<file path="config.mk">
export PLATFORM = sky130hd
export DESIGN_NAME = flash_pe_timer
export DESIGN_NICKNAME = d
export VERILOG_FILES = /design/src/rtl/fpt_pkg.sv /design/src/rtl/fpt_regbank.sv /design/src/rtl/fpt_phase_cnt.sv /design/src/rtl/fpt_seq.sv /design/src/rtl/flash_pe_timer.sv
export SDC_FILE = /design/constraint.sdc
export NUM_CORES = 1
export LEC_CHECK = 0
export BUFFER_PORTS_ARGS = -buffer_cell sky130_fd_sc_hd__buf_2
export CORE_ASPECT_RATIO = 0.6
export CORE_MARGIN = 3
export CORE_UTILIZATION = 30
export DETAILED_ROUTE_END_ITERATION = 6
export GPL_TIMING_DRIVEN = 1
export SKIP_LAST_GASP = 1
export SLEW_MARGIN = 0
export SYNTH_ARGS = -nofsm -noshare
export SYNTH_HDL_FRONTEND = slang
export SYNTH_SLANG_ARGS = --single-unit
</file>
<file path="constraint.sdc">
create_clock -name clk -period 11.9 [get_ports clk]
set_input_delay 2.38 -clock clk [delete_from_list [all_inputs] [get_ports clk]]
set_output_delay 2.38 -clock clk [all_outputs]
set_load 0.03 [all_outputs]
</file>
<file path="src/rtl/fpt_pkg.sv">
package fpt_pkg;

    localparam int NUM_REGS = 6;
    localparam int ADDR_W   = 3;

    // register slots; the sequencer selects by these indices
    localparam int IX_TRAN = 0;
    localparam int IX_PROG = 1;
    localparam int IX_PAGE = 2;
    localparam int IX_MOD  = 3;
    localparam int IX_END  = 4;
    localparam int IX_MEND = 5;

    typedef enum logic [1:0] {
        OP_PROGRAM = 2'd0,
        OP_PAGE    = 2'd1,
        OP_MODULE  = 2'd2,
        OP_NONE    = 2'd3
    } op_e;

    typedef enum logic [1:0] {
        PH_IDLE  = 2'd0,
        PH_TRAN  = 2'd1,
        PH_PULSE = 2'd2,
        PH_END   = 2'd3
    } phase_e;

    function automatic logic [7:0] reset_byte(input int idx);
        logic [7:0] v;
        case (idx)
            IX_TRAN: v = 8'h30;
            IX_PROG: v = 8'h16;
            IX_PAGE: v = 8'h04;
            IX_MOD:  v = 8'hEA;
            IX_END:  v = 8'h18;
            IX_MEND: v = 8'h3C;
            default: v = 8'h00;
        endcase
        return v;
    endfunction

    function automatic int max3(input int a, input int b, input int c);
        int m;
        m = a;
        if (b > m) m = b;
        if (c > m) m = c;
        return m;
    endfunction

endpackage

</file>
<file path="src/rtl/fpt_regbank.sv">
module fpt_regbank
    import fpt_pkg::*;
#(
    parameter int REG_W = 8,
    parameter int NREG  = NUM_REGS,
    parameter int AW    = ADDR_W
) (
    input  logic                       clk,
    input  logic                       rst,
    input  logic                       wr_en,
    input  logic [AW-1:0]              addr,
    input  logic [REG_W-1:0]           wr_data,
    input  logic                       lock,
    output logic [NREG-1:0][REG_W-1:0] regs,
    output logic [REG_W-1:0]           rd_data
);

    logic wr_ok;
    assign wr_ok = wr_en && !lock;

    for (genvar i = 0; i < NREG; i++) begin : g_reg
        logic sel;
        assign sel = (addr == AW'(i));
        always_ff @(posedge clk) begin
            if (rst) begin
                regs[i] <= REG_W'(reset_byte(i));
            end else if (wr_ok && sel) begin
                regs[i] <= wr_data;
            end
        end
    end

    always_comb begin
        rd_data = '0;
        for (int i = 0; i < NREG; i++) begin
            if (addr == AW'(i)) rd_data = regs[i];
        end
    end

endmodule

</file>
<file path="src/rtl/fpt_phase_cnt.sv">
module fpt_phase_cnt #(
    parameter int REG_W = 8,
    parameter int CNT_W = 20,
    parameter int SH_W  = 5
) (
    input  logic             clk,
    input  logic             rst,
    input  logic             load,
    input  logic [REG_W-1:0] reload,
    input  logic [SH_W-1:0]  shift,
    input  logic             tick,
    output logic             zero
);

    logic [CNT_W-1:0] cnt;
    logic [CNT_W:0]   base;
    logic [CNT_W:0]   scaled;
    logic [CNT_W-1:0] len_m1;

    // phase length in ticks is (reload+1) << shift; hold length-1
    always_comb begin
        base   = (CNT_W+1)'(reload) + (CNT_W+1)'(1);
        scaled = base << shift;
        len_m1 = CNT_W'(scaled - (CNT_W+1)'(1));
    end

    always_ff @(posedge clk) begin
        if (rst) begin
            cnt <= '0;
        end else if (load) begin
            cnt <= len_m1;
        end else if (tick && cnt != '0) begin
            cnt <= cnt - CNT_W'(1);
        end
    end

    assign zero = (cnt == '0);

endmodule

</file>
<file path="src/rtl/fpt_seq.sv">
module fpt_seq
    import fpt_pkg::*;
#(
    parameter int REG_W       = 8,
    parameter int NREG        = NUM_REGS,
    parameter int SH_W        = 5,
    parameter int PROG_SHIFT  = 3,
    parameter int ERASE_SHIFT = 12,
    parameter int MEND_SHIFT  = 3
) (
    input  logic                       clk,
    input  logic                       rst,
    input  logic                       tick,
    input  logic                       start,
    input  logic [1:0]                 op,
    input  logic [NREG-1:0][REG_W-1:0] regs,
    input  logic                       zero,
    output logic                       load,
    output logic [REG_W-1:0]           ld_reload,
    output logic [SH_W-1:0]            ld_shift,
    output logic                       start_acc,
    output logic                       busy,
    output logic                       hv_en,
    output logic                       done
);

    phase_e phase_q, phase_d;
    op_e    op_q;
    logic   expire;
    logic   done_d;

    assign busy      = (phase_q != PH_IDLE);
    assign hv_en     = (phase_q == PH_PULSE);
    assign start_acc = start && !busy && (op_e'(op) != OP_NONE);
    assign expire    = busy && tick && zero;

    always_comb begin
        phase_d   = phase_q;
        load      = 1'b0;
        ld_reload = regs[IX_TRAN];
        ld_shift  = '0;
        done_d    = 1'b0;
        case (phase_q)
            PH_IDLE: begin
                if (start_acc) begin
                    phase_d   = PH_TRAN;
                    load      = 1'b1;
                    ld_reload = regs[IX_TRAN];
                    ld_shift  = '0;
                end
            end
            PH_TRAN: begin
                if (expire) begin
                    phase_d = PH_PULSE;
                    load    = 1'b1;
                    case (op_q)
                        OP_PAGE: begin
                            ld_reload = regs[IX_PAGE];
                            ld_shift  = SH_W'(ERASE_SHIFT);
                        end
                        OP_MODULE: begin
                            ld_reload = regs[IX_MOD];
                            ld_shift  = SH_W'(ERASE_SHIFT);
                        end
                        default: begin
                            ld_reload = regs[IX_PROG];
                            ld_shift  = SH_W'(PROG_SHIFT);
                        end
                    endcase
                end
            end
            PH_PULSE: begin
                if (expire) begin
                    phase_d = PH_END;
                    load    = 1'b1;
                    if (op_q == OP_MODULE) begin
                        ld_reload = regs[IX_MEND];
                        ld_shift  = SH_W'(MEND_SHIFT);
                    end else begin
                        ld_reload = regs[IX_END];
                        ld_shift  = '0;
                    end
                end
            end
            PH_END: begin
                if (expire) begin
                    phase_d = PH_IDLE;
                    done_d  = 1'b1;
                end
            end
            default: phase_d = PH_IDLE;
        endcase
    end

    always_ff @(posedge clk) begin
        if (rst) begin
            phase_q <= PH_IDLE;
            op_q    <= OP_PROGRAM;
            done    <= 1'b0;
        end else begin
            phase_q <= phase_d;
            done    <= done_d;
            if (start_acc) op_q <= op_e'(op);
        end
    end

endmodule

</file>
<file path="src/rtl/flash_pe_timer.sv">
module flash_pe_timer
    import fpt_pkg::*;
#(
    parameter int REG_W       = 8,
    parameter int PROG_SHIFT  = 3,
    parameter int ERASE_SHIFT = 12,
    parameter int MEND_SHIFT  = 3
) (
    input  logic             clk,
    input  logic             rst,
    input  logic             tick,
    input  logic             start,
    input  logic [1:0]       op,
    input  logic             wr_en,
    input  logic [2:0]       addr,
    input  logic [REG_W-1:0] wr_data,
    output logic [REG_W-1:0] rd_data,
    output logic             busy,
    output logic             hv_en,
    output logic             done
);

    localparam int MAX_SH = max3(PROG_SHIFT, ERASE_SHIFT, MEND_SHIFT);
    localparam int CNT_W  = REG_W + MAX_SH;
    localparam int SH_W   = $clog2(MAX_SH + 1) + 1;

    logic [NUM_REGS-1:0][REG_W-1:0] regs;
    logic [NUM_REGS*REG_W-1:0]      regs_flat;
    logic                           load;
    logic [REG_W-1:0]               ld_reload;
    logic [SH_W-1:0]                ld_shift;
    logic                           zero;
    logic                           start_acc;
    logic                           lock;

    assign regs_flat = regs;
    assign lock      = busy || start_acc;

    fpt_regbank #(
        .REG_W (REG_W),
        .NREG  (NUM_REGS),
        .AW    (3)
    ) u_regs (
        .clk     (clk),
        .rst     (rst),
        .wr_en   (wr_en),
        .addr    (addr),
        .wr_data (wr_data),
        .lock    (lock),
        .regs    (regs),
        .rd_data (rd_data)
    );

    fpt_seq #(
        .REG_W       (REG_W),
        .NREG        (NUM_REGS),
        .SH_W        (SH_W),
        .PROG_SHIFT  (PROG_SHIFT),
        .ERASE_SHIFT (ERASE_SHIFT),
        .MEND_SHIFT  (MEND_SHIFT)
    ) u_seq (
        .clk       (clk),
        .rst       (rst),
        .tick      (tick),
        .start     (start),
        .op        (op),
        .regs      (regs),
        .zero      (zero),
        .load      (load),
        .ld_reload (ld_reload),
        .ld_shift  (ld_shift),
        .start_acc (start_acc),
        .busy      (busy),
        .hv_en     (hv_en),
        .done      (done)
    );

    fpt_phase_cnt #(
        .REG_W (REG_W),
        .CNT_W (CNT_W),
        .SH_W  (SH_W)
    ) u_cnt (
        .clk    (clk),
        .rst    (rst),
        .load   (load),
        .reload (ld_reload),
        .shift  (ld_shift),
        .tick   (tick),
        .zero   (zero)
    );

endmodule

</file>
# [Word-level counts from Yosys, hierarchy flattened]
# Index checks and enable logic that the tools add are counted.
# W data, S select, Z words.
[classes] n_addsub=3 eq_ne=15 n_shift=1 muxes=26 n_bitwise=1 n_reduce_logical=25
[op_table] operator="$mux W8" count=9
[op_table] operator="$mux W20" count=2
[op_table] operator="$sub A20 B1 Y20 const B" count=2
[op_table] operator="$pmux W8 S2" count=2
[op_table] operator="$shl A21 B5 Y20" count=1
[op_table] operator="$logic_not A20 Y1" count=1
[op_table] operator="$reduce_bool A20 Y1" count=1
[op_table] operator="$logic_and A1 B1 Y1" count=12
[op_table] operator="$mux W2" count=5
[op_table] operator="$mux W5" count=2
[op_table] operator="$pmux W5 S2" count=1
[op_table] operator="$add A8 B1 Y9 const B" count=1
[op_table] operator="$pmux W2 S4" count=1
[op_table] operator="$eq A2 B2 Y1 const B" count=3
[op_table] operator="$eq A3 B2 Y1 const B" count=2
[op_table] operator="$eq A3 B3 Y1 const B" count=2
[op_table] operator="$ne A2 B1 Y1 const B" count=3
[op_table] operator="$reduce_or A2 Y1" count=3
[op_table] operator="$eq A2 B1 Y1 const B" count=2
[op_table] operator="$mux W4" count=1
[op_table] operator="$ne A2 B2 Y1 const B" count=2
[op_table] operator="$reduce_and A4 Y1" count=1
[op_table] operator="$reduce_bool A2 Y1" count=2
[op_table] operator="$eq A3 B1 Y1 const B" count=1
[op_table] operator="7 further kinds" count=9
[word_totals] register_bits=73 in_bits=18 output_inout_bits=11

# [Longest topological paths before layout]
[depth] word_depth=9 ltp_mapped=19 ltp_nobuf=18

# [By module]
# From an unflattened synthesis, not the netlist that was laid out.
[unflattened] cells_unflattened=756 area_unflattened_um2=5784.3
[modules_own_cells] module="fpt_phase_cnt" n_inst=1 cells_each=357 area_per_inst_um2=2522.4 seq_area_each_um2=400.4
[modules_own_cells] module="fpt_regbank" n_inst=1 cells_each=289 area_per_inst_um2=2458.6 seq_area_each_um2=960.9
[modules_own_cells] module="fpt_seq" n_inst=1 cells_each=109 area_per_inst_um2=797.0 seq_area_each_um2=100.1
[modules_own_cells] module="flash_pe_timer" n_inst=1 cells_each=1 area_per_inst_um2=6.3 seq_area_each_um2=0.0

# [Least setup slack after synthesis]
# Ideal clock, no wire load.
[synth_path] path_kind="input-to-output" startpoint="input port addr[0]" endpoint="output port rd_data[0]" t_arrival_ps=4201 required_time_ps=9520 setup_slack_ps=5319 cell_stages=5 path_cell_list="clkbuf_1 clkbuf_1 buf_1 mux2i_1 o22ai_1"
[synth_between] elab_chain_cells=7
[synth_rtl] element="start: declaration" line="flash_pe_timer.sv:15" rtl="input logic [2:0] addr,"
[synth_rtl] element="$logic_not A3 Y1" line="fpt_regbank.sv:36" rtl="if (addr == AW'(i)) rd_data = regs[i];"
[synth_rtl] element="$mux W8 (5 in series)" line="fpt_regbank.sv:36"
[synth_rtl] element="$mux W8 (*)" line="fpt_regbank.sv:36"
[synth_rtl] element="end: declaration" line="flash_pe_timer.sv:17" rtl="output logic [REG_W-1:0] rd_data,"
# Every way passes the cells marked *; elsewhere a longest branch is shown, timed or not.

# [Worst setup path after layout]
[layout_path] startpoint="input port addr[0]" endpoint="output port rd_data[6]"
# Same word-level chain as after synthesis.

==> flow_metrics.env <==
export IMPL_leakagePower_nw=2.096
export IMPL_cts_buffer_depth=2
export IMPL_maxSlewViolCount=0
export IMPL_cts_clk_slew_worst_paths_ns=0.05
export IMPL_synth_nets=624
export IMPL_tightest_slew_ns=1.306
export IMPL_cpMaxStageDelayCell="mux4_2"
export IMPL_pwr_share_seq_pct=26.4
export IMPL_p_int_w=0.0006971
export IMPL_worst_setup_path_end_kind="output port"
export IMPL_cp_max_fo=28
export IMPL_ys_seq_area_share_pct=29.42
export IMPL_antenna_found_initial=0
export IMPL_crit_chain="buf_2 -> mux4_2 -> inv_1 -> o22ai_1 -> buf_2"
export IMPL_insertion_delay_ns=0.34
export IMPL_net_switching_power_w=0.0005816
export IMPL_finalSetupViolCount=0
export IMPL_grtUsageTotal_pct=17.92
export IMPL_io_pins=29
export IMPL_max_cap_viol_count=0
export IMPL_clock_fmax_ghz=0.1585
export IMPL_cts_setup_buffers=0
export IMPL_max_stage_delay_ns=0.60
export IMPL_power_switching_share_pct=45.48
export IMPL_fin_area_um2=5588
export IMPL_num_rows=35
export IMPL_dp_hpwl_um=12210
export IMPL_wl_per_cell_um=19.75
export IMPL_nets=636
export IMPL_crit_path_frequent_cell="buf_2"
export IMPL_firstDrtPassIters=5
export IMPL_cts_buffers=9
export IMPL_pre_cts_slack_ns=5.564
export IMPL_routed_wl_um=16160
export IMPL_cts_tree="yes"
export IMPL_synth_area_um2=4967
export IMPL_antenna_left=0
export IMPL_clock_sinks=73
export IMPL_clock_skew_ns=0.008249
export IMPL_place_gp_congestion=0.9870
export IMPL_grt_start_max_net_pins=76
export IMPL_worstSetupPathType="input port to output port"
export IMPL_clock_power_share_pct=23.3
export IMPL_dpl_cell_area_um2=5266
export IMPL_synth_distinct_cells=68
export IMPL_area_delta_synth_final_pct=12.49
export IMPL_grt_pass1_wl_um=25300
export IMPL_synth_top_area_cell="dfxtp_1"
export IMPL_critPathArrivalTime_ns=3.93
export IMPL_antenna_cells=0
export IMPL_fin_crit_ns=6.310
export IMPL_yosysTopAreaCellShare_pct=29.42
export IMPL_via_per_inst=5.924
export IMPL_postLayoutSetupSlackWorst_ns=5.590
export IMPL_finalPower_w=0.001279
export IMPL_drc_errors=0
export IMPL_startpoint_type="input port"
export IMPL_peakVddDrop_v=0.00008593
export IMPL_vias=4846
export IMPL_status="complete, no violations"
export IMPL_synth_area_leaders="dfxtp_1 29%, mux2i_1 7.3%, nand2_1 5.2%"
export IMPL_fin_crit_sh_pct=53.02
export IMPL_timing_slew_headroom_pct=12.78
export IMPL_die_w_um=172.1
export IMPL_required_ns=9.52
export IMPL_n_fill_cell=1618
export IMPL_synthFlopType="dfxtp_1"
export IMPL_h_tree_depth=3
export IMPL_synth_edf_count=0
export IMPL_grt_ovfl_total=0
export IMPL_yosys_warnings=0
export IMPL_initial_core_util_pct=31.51
export IMPL_hold_violations=0
export IMPL_synthCells=598
export IMPL_hp_class="flip-flop to flip-flop"
export IMPL_rsz0062_at_grt="no"
export IMPL_hold_buffers=0
export IMPL_die_area_um2=18190
export IMPL_synthArstFlopShare_pct=0
export IMPL_root_buffer="clkbuf_16"
export IMPL_p_per_area_nw_per_um2=228.8
export IMPL_dr_first_iter_drc_count=541
export IMPL_core_um2=15770
export IMPL_syn_area_per_cell_um2=8.306
export IMPL_cts_resized=0
export IMPL_drive_above_1_share_pct=14.96
export IMPL_grt_pass1_vias=4394
export IMPL_tns_ns=0
export IMPL_synth_seq_cells=73
export IMPL_port_buffers=28
export IMPL_p_comb_share_pct=50.3
export IMPL_die_h_um=105.7
-- metrics by stage --
step | hold slack (ns) | util (%) | std cells
after floorplan | 0.4455 | - | 598
after global placement | 0.4515 | 33.40 | 802
after detailed placement | 0.4709 | 33.40 | 802
after CTS | 0.4783 | 35.44 | 818
after global routing | 0.5040 | 35.44 | 818
final | 0.4777 | 35.44 | 818
-- cells in the final DEF, fill, tap and decap left out, drive strengths merged, types with 4 or more instances in the layout --
master | synthesis | final
a211o | 17 | 17
a21oi | 26 | 26
a221o | 8 | 8
a22oi | 9 | 9
a32oi | 8 | 8
and2 | 6 | 6
and3 | 16 | 16
buf | 9 | 35
clkbuf | 25 | 11
dfxtp | 73 | 73
ha | 8 | 8
inv | 16 | 16
mux2 | 12 | 12
mux2i | 37 | 37
mux4 | 8 | 8
nand2 | 69 | 69
nand2b | 11 | 11
nand3 | 22 | 22
nand3b | 18 | 18
nand4 | 8 | 8
nor2 | 60 | 60
nor2b | 10 | 10
nor3 | 18 | 18
nor3b | 5 | 5
nor4 | 8 | 8
o21ai | 24 | 24
o22ai | 8 | 8
o31ai | 4 | 4
or3 | 5 | 5
xnor2 | 10 | 10
xor2 | 4 | 4
-- synthesized netlist by cell type, types with 8 or more instances --
library cell / count
nand2b_1: 11
nor2_1: 59
dfxtp_1: 73
a221o_1: 8
mux4_2: 8
a21oi_1: 26
clkbuf_1: 25
mux2_2: 12
a211o_1: 17
ha_1: 8
o21ai_0: 22
nand3_1: 22
nor2b_1: 10
o22ai_1: 8
inv_1: 16
nor3_1: 15
nand4_1: 8
mux2i_1: 36
nand3b_1: 18
a22oi_1: 9
nand2_1: 69
xnor2_1: 10
and3_1: 15
-- worst max-delay path: cells and delay by family --
kind | cells | cell delay [ns]
AO/OA/AOI/OAI | 1 | 0.08
buffers and inverters | 3 | 0.85
multiplexers | 1 | 0.60
-- power groups by stage --
stage	clock, W	sequential, W	combinational (W)
3_5_place_dp	0	0.000340	0.000624
5_1_grt	0.000315	0.000341	0.000704
4_1_cts	0.000304	0.000335	0.000627
3_3_place_gp	0	0.000339	0.000621
6_report	0.000298	0.000338	0.000643
2_1_floorplan	0	0.000324	0.000486
-- flip-flops by register name (all words and copies together), names as in the netlist --
name	flops
u_seq.op_q	2
u_regs.regs	48
u_cnt.cnt	20
u_seq.phase_q	2
u_seq.done	1
-- worst paths after layout --
check                            endpoint  slack [ns]                    startpoint  cells past startpoint
min          u_regs.regs[40]$_SDFFE_PP0P_        0.48  u_regs.regs[40]$_SDFFE_PP0P_                      2
max reg2reg    u_cnt.cnt[19]$_SDFFE_PP0P_        7.20    u_seq.op_q[1]$_SDFFE_PP0P_                     14
min reg2reg  u_regs.regs[40]$_SDFFE_PP0P_        0.48  u_regs.regs[40]$_SDFFE_PP0P_                      2
max                            rd_data[6]        5.59                       addr[0]                      5
-- per-layer routing --
| layer | share of wire, % | track usage (%) | vias up |
|---|---|---|---|
| met5 | 0 | 0 | - |
| met4 | 0.80 | 3.531 | 0 |
| met3 | 12 | 5.735 | 14 |
| met2 | 36 | 21.86 | 264 |
| met1 | 52 | 29.29 | 2334 |
| li1 | - | - | 2234 |
-- final cells by class --
cell class | instances | area [µm²] | area share, %
clock buffer | 11 | 242.7 | 4.344
clock inverter | 5 | 78.83 | 1.411
inverter | 16 | 60.06 | 1.075
multi-input combinational | 475 | 3298 | 59.02
sequential | 73 | 1461 | 26.15
tap | 203 | 254.0 | 4.545
timing repair buffer | 35 | 192.7 | 3.448
-- cell families after synthesis --
group	count (synthesis)	synth area share, %
adder cells (fa/ha/maj)	8	2.015
multiplexers	57	13.88
AND/OR/NAND/NOR	264	28.34
AO/OA/AOI/OAI	132	19.70
buffers and inverters	50	4.181
flip-flops	73	29.42
XOR/XNOR	14	2.468
Power figures use the tool's default switching activity.
